**src/rtl/qsel_pkg.sv**
```systemverilog
package qsel_pkg;

    // Position of each flag inside a queue status nibble
    typedef enum logic [1:0] {
        FLAG_EMPTY        = 2'd0,
        FLAG_NEARLY_EMPTY = 2'd1,
        FLAG_NEARLY_FULL  = 2'd2,
        FLAG_FULL         = 2'd3
    } flag_idx_t;

    // Per-queue interrupt source code: top bit inverts the chosen flag
    typedef struct packed {
        logic      inv;
        flag_idx_t flag;
    } src_sel_t;

    localparam int unsigned SEL_W = $bits(src_sel_t);
    localparam int unsigned NIB_W = 4;

    // Evaluate the selected condition for one queue
    function automatic logic eval_cond(input logic [NIB_W-1:0] nib, input src_sel_t s);
        return nib[s.flag] ^ s.inv;
    endfunction

endpackage

```
**src/rtl/qsel_regs.sv**
```systemverilog
module qsel_regs
    import qsel_pkg::*;
#(
    parameter int unsigned NUM_Q   = 32,
    parameter int unsigned DATA_W  = 32,
    parameter int unsigned ADDR_W  = 3,
    parameter int unsigned FIELD_W = 4
) (
    input  logic              clk,
    input  logic              rst,
    input  logic              wr_en,
    input  logic [ADDR_W-1:0] wr_addr,
    input  logic [DATA_W-1:0] wr_data,
    output src_sel_t          sel_o [NUM_Q],
    output logic [NUM_Q-1:0]  en_o,
    output logic [NUM_Q-1:0]  clr_mask_o,
    output logic [NUM_Q-1:0]  drop_mask_o
);
    localparam int unsigned PER_REG = DATA_W / FIELD_W;
    localparam int unsigned NREG    = NUM_Q / PER_REG;
    localparam int unsigned ADR_EN  = NREG;
    localparam int unsigned ADR_CLR = NREG + 1;

    logic              en_wr;
    logic              clr_wr;
    logic [NUM_Q-1:0]  en_q;
    logic [NUM_Q-1:0]  wr_bits;
    logic              unused_data;

    assign wr_bits     = wr_data[NUM_Q-1:0];
    assign unused_data = ^wr_data;
    assign en_wr       = wr_en && (wr_addr == ADDR_W'(ADR_EN));
    assign clr_wr      = wr_en && (wr_addr == ADDR_W'(ADR_CLR));

    // Source code fields: one register per queue, reserved bit not stored
    for (genvar q = 0; q < NUM_Q; q++) begin : g_src
        localparam int unsigned REG_IDX = q / PER_REG;
        localparam int unsigned OFF     = (q % PER_REG) * FIELD_W;
        src_sel_t sel_q;
        always_ff @(posedge clk) begin
            if (rst) begin
                sel_q <= '0;
            end else if (wr_en && (wr_addr == ADDR_W'(REG_IDX))) begin
                sel_q <= src_sel_t'(wr_data[OFF +: SEL_W]);
            end
        end
        assign sel_o[q] = sel_q;
    end

    always_ff @(posedge clk) begin
        if (rst) begin
            en_q <= '0;
        end else if (en_wr) begin
            en_q <= wr_bits;
        end
    end

    assign en_o        = en_q;
    assign clr_mask_o  = clr_wr ? wr_bits : '0;
    assign drop_mask_o = en_wr ? (en_q & ~wr_bits) : '0;

endmodule

```
**src/rtl/qsel_cond.sv**
```systemverilog
module qsel_cond
    import qsel_pkg::*;
#(
    parameter int unsigned NUM_Q = 32
) (
    input  logic [NUM_Q*NIB_W-1:0] q_status,
    input  src_sel_t               sel [NUM_Q],
    input  logic [NUM_Q-1:0]       en,
    output logic [NUM_Q-1:0]       gated_o
);
    for (genvar q = 0; q < NUM_Q; q++) begin : g_q
        logic hit;
        assign hit        = eval_cond(q_status[q*NIB_W +: NIB_W], sel[q]);
        assign gated_o[q] = hit & en[q];
    end
endmodule

```
**src/rtl/qsel_pend.sv**
```systemverilog
module qsel_pend #(
    parameter int unsigned NUM_Q = 32
) (
    input  logic             clk,
    input  logic             rst,
    input  logic [NUM_Q-1:0] gated,
    input  logic [NUM_Q-1:0] clr_mask,
    input  logic [NUM_Q-1:0] drop_mask,
    output logic [NUM_Q-1:0] pend_o
);
    logic [NUM_Q-1:0] prev_q;
    logic [NUM_Q-1:0] pend_q;
    logic [NUM_Q-1:0] set_ev;
    logic [NUM_Q-1:0] pend_d;

    always_comb begin
        set_ev = gated & ~prev_q;
        // set beats clear; disable beats both
        pend_d = ((pend_q & ~clr_mask) | set_ev) & ~drop_mask;
    end

    always_ff @(posedge clk) begin
        if (rst) begin
            prev_q <= '0;
            pend_q <= '0;
        end else begin
            prev_q <= gated;
            pend_q <= pend_d;
        end
    end

    assign pend_o = pend_q;
endmodule

```
**src/rtl/qstat_irq_sel.sv**
```systemverilog
module qstat_irq_sel
    import qsel_pkg::*;
#(
    parameter int unsigned NUM_Q   = 32,
    parameter int unsigned DATA_W  = 32,
    parameter int unsigned ADDR_W  = 3,
    parameter int unsigned FIELD_W = 4
) (
    input  logic                   clk,
    input  logic                   rst,
    input  logic                   wr_en,
    input  logic [ADDR_W-1:0]      wr_addr,
    input  logic [DATA_W-1:0]      wr_data,
    input  logic [NUM_Q*NIB_W-1:0] q_status,
    output logic [NUM_Q-1:0]       pending,
    output logic                   irq
);
    src_sel_t         sel_w [NUM_Q];
    logic [NUM_Q-1:0] en_q;
    logic [NUM_Q-1:0] clr_mask;
    logic [NUM_Q-1:0] drop_mask;
    logic [NUM_Q-1:0] gated_w;

    qsel_regs #(
        .NUM_Q(NUM_Q), .DATA_W(DATA_W), .ADDR_W(ADDR_W), .FIELD_W(FIELD_W)
    ) u_regs (
        .clk(clk), .rst(rst), .wr_en(wr_en), .wr_addr(wr_addr), .wr_data(wr_data),
        .sel_o(sel_w), .en_o(en_q), .clr_mask_o(clr_mask), .drop_mask_o(drop_mask)
    );

    qsel_cond #(.NUM_Q(NUM_Q)) u_cond (
        .q_status(q_status), .sel(sel_w), .en(en_q), .gated_o(gated_w)
    );

    qsel_pend #(.NUM_Q(NUM_Q)) u_pend (
        .clk(clk), .rst(rst), .gated(gated_w), .clr_mask(clr_mask),
        .drop_mask(drop_mask), .pend_o(pending)
    );

    assign irq = |pending;

endmodule

```
**config.mk**
```make
export PLATFORM = sky130hd
export DESIGN_NAME = qstat_irq_sel
export DESIGN_NICKNAME = d
export VERILOG_FILES = /design/src/rtl/qsel_pkg.sv /design/src/rtl/qsel_regs.sv /design/src/rtl/qsel_cond.sv /design/src/rtl/qsel_pend.sv /design/src/rtl/qstat_irq_sel.sv
export SDC_FILE = /design/constraint.sdc
export NUM_CORES = 1
export LEC_CHECK = 0
export BUFFER_PORTS_ARGS = -buffer_cell sky130_fd_sc_hd__buf_2
export CAP_MARGIN = 40
export CORE_ASPECT_RATIO = 2
export CORE_UTILIZATION = 48
export CTS_BUF_LIST = sky130_fd_sc_hd__clkbuf_4 sky130_fd_sc_hd__clkbuf_8 sky130_fd_sc_hd__clkbuf_16
export DETAILED_ROUTE_END_ITERATION = 10
export PLACE_DENSITY = 0.87
export SLEW_MARGIN = 20
export SYNTH_ARGS = -nofsm -noshare
export SYNTH_HDL_FRONTEND = slang
export SYNTH_SLANG_ARGS = --single-unit
```
**constraint.sdc**
```tcl
create_clock -name clk -period 1.4 [get_ports clk]
set_input_delay 0.21 -clock clk [delete_from_list [all_inputs] [get_ports clk]]
set_output_delay 0.21 -clock clk [all_outputs]
set_load 0.02 [all_outputs]
```
==> impl_metrics.xml <==
<?xml version="1.0" encoding="UTF-8"?>
<metrics>
  <group name="routing">
    <metric name="number_of_nets_still_failing_antenna_checks_after_routing" unit="">0</metric>
    <metric name="detail_route.wirelength" unit="microns">26400</metric>
    <metric name="routed_via_density" unit="">5.68</metric>
    <metric name="drt-wirelength-per-cell" unit="microns">19.0</metric>
    <metric name="first_iter_violations" unit="">663</metric>
    <metric name="via_count" unit="">7908</metric>
    <metric name="detailedRoute.firstPassIterationCount" unit="">5</metric>
    <metric name="post-route-drc-count" unit="">0</metric>
  </group>
  <group name="yosys">
    <metric name="synth_cell_types" unit="">26</metric>
    <metric name="yosys.area_share.xor_xnor" unit="%">3.43</metric>
    <metric name="synth_flop_cell" unit="">sky130_fd_sc_hd__dfxtp_1</metric>
    <metric name="synth_compound_area_share" unit="%">11.3</metric>
    <metric name="synthSimpleGateAreaFrac" unit="%">23.0</metric>
    <metric name="synthMuxAreaShare" unit="%">9.93</metric>
    <metric name="adder_cell_share_of_the_synthesized_area" unit="%">0</metric>
    <metric name="post-synth-top-count-cell" unit="">sky130_fd_sc_hd__nand2_1</metric>
    <metric name="syn-num-nets" unit="">1110</metric>
    <metric name="synthArstFlopShare" unit="%">0</metric>
    <metric name="combinational_family_with_the_most_area_after_synthesis" unit="">simple AND/OR/NAND/NOR gates</metric>
    <metric name="synth_area_per_cell" unit="sq um">8.65</metric>
    <metric name="postSynthRegisterBits" unit="">192</metric>
    <metric name="synth_top_area_share" unit="%">47.1</metric>
    <metric name="synthTopCellsByArea" unit="">sky130_fd_sc_hd__dfxtp_1, sky130_fd_sc_hd__nand2_1, sky130_fd_sc_hd__a21oi_1</metric>
    <metric name="synthesis.area" unit="sq um">8160</metric>
    <metric name="yosysTopAreaCell" unit="">sky130_fd_sc_hd__dfxtp_1</metric>
    <metric name="netlist_top_cells_count" unit="">sky130_fd_sc_hd__nand2_1, sky130_fd_sc_hd__dfxtp_1, sky130_fd_sc_hd__a21oi_1</metric>
    <metric name="synth_cells" unit="">944</metric>
    <metric name="synth_enable_flop_cells" unit="">0</metric>
    <metric name="synth_seq_area_share" unit="%">47.1</metric>
    <metric name="synth_warnings" unit="">0</metric>
  </group>
  <group name="grt">
    <metric name="global_route.overflow_total" unit="">0</metric>
    <metric name="grt_util_all_layers" unit="%">30.3</metric>
    <metric name="first_global_vias" unit="">7558</metric>
    <metric name="grt_pass1_wl" unit="microns">39700</metric>
    <metric name="maximum_number_of_pins_on_one_net_before_global_route_repair" unit="">65</metric>
    <metric name="antenna_violations_before_repair" unit="">1</metric>
  </group>
  <group name="place">
    <metric name="place.gp.congestion" unit="">0.885</metric>
    <metric name="post_dp_cell_area" unit="sq um">9720</metric>
    <metric name="numPlacedInstances" unit="">1350</metric>
    <metric name="port-buffer-count" unit="">198</metric>
    <metric name="estimated_wirelength_of_the_detail_placed_design" unit="microns">18400</metric>
  </group>
  <group name="final_layout">
    <metric name="multiInputGateArea" unit="sq um">4070</metric>
    <metric name="post_route_cells_drive_above_1_share" unit="%">33.8</metric>
    <metric name="regArea" unit="sq um">3890</metric>
    <metric name="finalNetCount" unit="">1337</metric>
    <metric name="synthToLayoutAreaGrowth" unit="%">29.8</metric>
    <metric name="final_cell_area" unit="sq um">10600</metric>
    <metric name="layoutNonFillerInstCount" unit="">1393</metric>
    <metric name="fillers" unit="">1313</metric>
  </group>
  <group name="power_and_ir_drop">
    <metric name="pwr_density_cell" unit="nW/um^2">1110</metric>
    <metric name="largest_voltage_drop_on_the_vdd_net" unit="uV">896</metric>
    <metric name="total_leakage_power" unit="uW">0.00404</metric>
  </group>
  <group name="floorplanning">
    <metric name="floorplan.initialDensity" unit="%">48.9</metric>
    <metric name="design.portCount" unit="">199</metric>
    <metric name="core-area" unit="sq um">16700</metric>
    <metric name="floorplan.die.height" unit="microns">186</metric>
    <metric name="die-width" unit="microns">94.2</metric>
    <metric name="fp.dieArea" unit="sq um">17600</metric>
    <metric name="std_cell_rows" unit="">67</metric>
  </group>
  <group name="worst_setup_path">
    <metric name="critical_path_peak_fanout" unit="">2</metric>
    <metric name="worst_path_arrival_time" unit="ns">1.76</metric>
    <metric name="crit_path_top_delay_cell" unit="">sky130_fd_sc_hd__dfxtp_2</metric>
    <metric name="timing.setup.critical_path_class" unit="">reg -&gt; out</metric>
    <metric name="critPathRequiredTime" unit="ns">1.19</metric>
    <metric name="setup.worst_path.end_class" unit="">output pin</metric>
    <metric name="r2r-start" unit="">u_regs.sel_o[84]</metric>
    <metric name="crit_chain" unit="">nor4_4 -&gt; buf_4 -&gt; nand4_1 -&gt; or2_4 -&gt; buf_6</metric>
    <metric name="worst-r2r-setup-slack" unit="ns">-0.12</metric>
    <metric name="timing.reg2reg.worst_path_depth" unit="">5</metric>
    <metric name="critical_path_source_type" unit="">register</metric>
    <metric name="crit_path_max_incr_delay" unit="ns">0.34</metric>
    <metric name="critical_path.reg2reg.endpoint" unit="">u_pend.pend_o[3]</metric>
  </group>
  <group name="timing">
    <metric name="final.min_clock_period" unit="ns">1.97</metric>
    <metric name="pin_slew_with_the_least_headroom_to_its_limit" unit="ns">0.421</metric>
    <metric name="drv_slew" unit="">0</metric>
    <metric name="timing.max_slew.rel_slack" unit="%">72.0</metric>
    <metric name="post-route-worst-setup-slack" unit="ns">-0.571</metric>
    <metric name="layout_worst_path_cycle_share" unit="%">141</metric>
    <metric name="setup-violations-final" unit="">29</metric>
    <metric name="timing.final.hold_violations" unit="">0</metric>
    <metric name="rsz_0062_raised_after_global_routing" unit="">true</metric>
    <metric name="finClkSkew" unit="ns">0.0120</metric>
    <metric name="fmax_achieved" unit="GHz">0.507</metric>
  </group>
  <group name="worst_hold_path">
    <metric name="worstHoldEndpoint" unit="">u_regs.en_o[7]</metric>
    <metric name="hold_path_depth" unit="">3</metric>
    <metric name="hp-class" unit="">in -&gt; reg</metric>
    <metric name="hold_start" unit="">wr_data[7]</metric>
  </group>
  <group name="run_status">
    <metric name="violations" unit="">negative setup slack</metric>
    <metric name="outcome" unit="">finished with violations</metric>
  </group>
  <group name="job">
    <metric name="maxCapViolCount" unit="">0</metric>
  </group>
  <group name="clock_network">
    <metric name="cts_sinks" unit="">192</metric>
    <metric name="clock_tree.root_cell" unit="">sky130_fd_sc_hd__clkbuf_16</metric>
    <metric name="cts_hold_buf" unit="">0</metric>
    <metric name="clkLatencyLatePin" unit="ns">0.44</metric>
    <metric name="htreeDepth" unit="">4</metric>
    <metric name="number_of_buffers_added_by_the_clock_tree_synthesis_step" unit="">17</metric>
    <metric name="cts.path.max_buffers" unit="">2</metric>
    <metric name="cts_tree" unit="">done</metric>
    <metric name="worst_setup_hold_path_clk_slew" unit="ns">0.07</metric>
  </group>
</metrics>
[stage by stage]
step                      setup WS, ns  TNS (ns)  hold slack, ns  power [uW]  util (%)
final                           -0.571     -1.70          0.0285       11700      63.5
after global routing            -0.620     -3.56          0.0327       12000      63.5
after floorplan                0.00767         0           0.346        6240         -
after detailed placement        -0.369     -3.98           0.445        6860      58.2
after CTS                       -0.568     -1.60          0.0237       11700      62.5
after global placement          -0.333     -2.20           0.437        6840      58.2
[worst max-delay path: cells and delay by family, from the launching register on]
| kind | cells | cell delay [ns] |
|---|---|---|
| buffers and inverters | 2 | 0.28 |
| and+or+nand+nor | 3 | 0.71 |
| DFF | 1 | 0.34 |
[worst max-delay path by stage]
stage                           start           endpoint  cells past startpoint
finish              u_pend.pend_o[10]                irq                      5
global route        u_pend.pend_o[27]                irq                      5
CTS                 u_pend.pend_o[27]                irq                      5
detailed placement  u_pend.pend_o[30]                irq                      5
global placement    u_pend.pend_o[30]                irq                      5
floorplan            u_regs.sel_o[63]  u_pend.pend_o[10]                      4
[timing repair]
item,CTS,global route
endpoints found under the hold margin,0,0
gates resized for setup,81,21
cloned,0,0
pin swaps,23,24
setup buffers,3,7
setup endpoints to repair,40,37
[kinds of logic after synthesis]
logic type	count (synthesis)
compound gates	160
xor+xnor	32
buf+inv	88
flops	192
mux	32
simple gates	440
[cell type report]
| cell class | count | area share [%] |
|---|---|---|
| Antenna cell | 3 | 0.0709 |
| Clock inverter | 14 | 1.39 |
| Tap cell | 207 | 2.44 |
| Clock buffer | 17 | 4.02 |
| Sequential cell | 192 | 36.7 |
| Inverter | 32 | 1.13 |
| Multi-Input combinational cell | 664 | 38.4 |
| Timing Repair Buffer | 264 | 15.8 |
[cells in the final DEF, fill, tap and decap left out, types with 30 or more instances in the layout]
master / n
sky130_fd_sc_hd__a32oi_1: 31
sky130_fd_sc_hd__mux4_2: 32
sky130_fd_sc_hd__buf_2: 196
sky130_fd_sc_hd__inv_1: 32
sky130_fd_sc_hd__buf_4: 52
sky130_fd_sc_hd__nor3_1: 30
sky130_fd_sc_hd__nor2_1: 32
sky130_fd_sc_hd__a21oi_1: 128
sky130_fd_sc_hd__dfxtp_1: 158
sky130_fd_sc_hd__nand2_1: 316
sky130_fd_sc_hd__dfxtp_2: 33
sky130_fd_sc_hd__nor3b_1: 32
[metal layers]
layer | vias up | GRT usage, % | wire length (microns) | share of wire, %
met5 | - | 0 | 0 | 0
met4 | 0 | 23.2 | 2110 | 8.0
met3 | 107 | 4.97 | 1840 | 7.0
met2 | 417 | 49.8 | 13200 | 50
met1 | 3759 | 33.9 | 9270 | 35
li1 | 3625 | - | - | -
[sequential cells by signal (all words and copies together) (netlist names)]
| name | count |
|---|---|
| u_regs.sel_o | 96 |
| u_pend.pend_o | 32 |
| u_regs.en_o | 32 |
| u_pend.prev_q | 32 |
[power breakdown]
part / switching (uW) / internal, uW / total, uW
Sequential: 79.5 / 5560 / 5640
Clock: 2340 / 2520 / 4850
Combinational: 683 / 547 / 1230
Total: 3100 / 8620 / 11700
(Power assumes the default switching activity.)
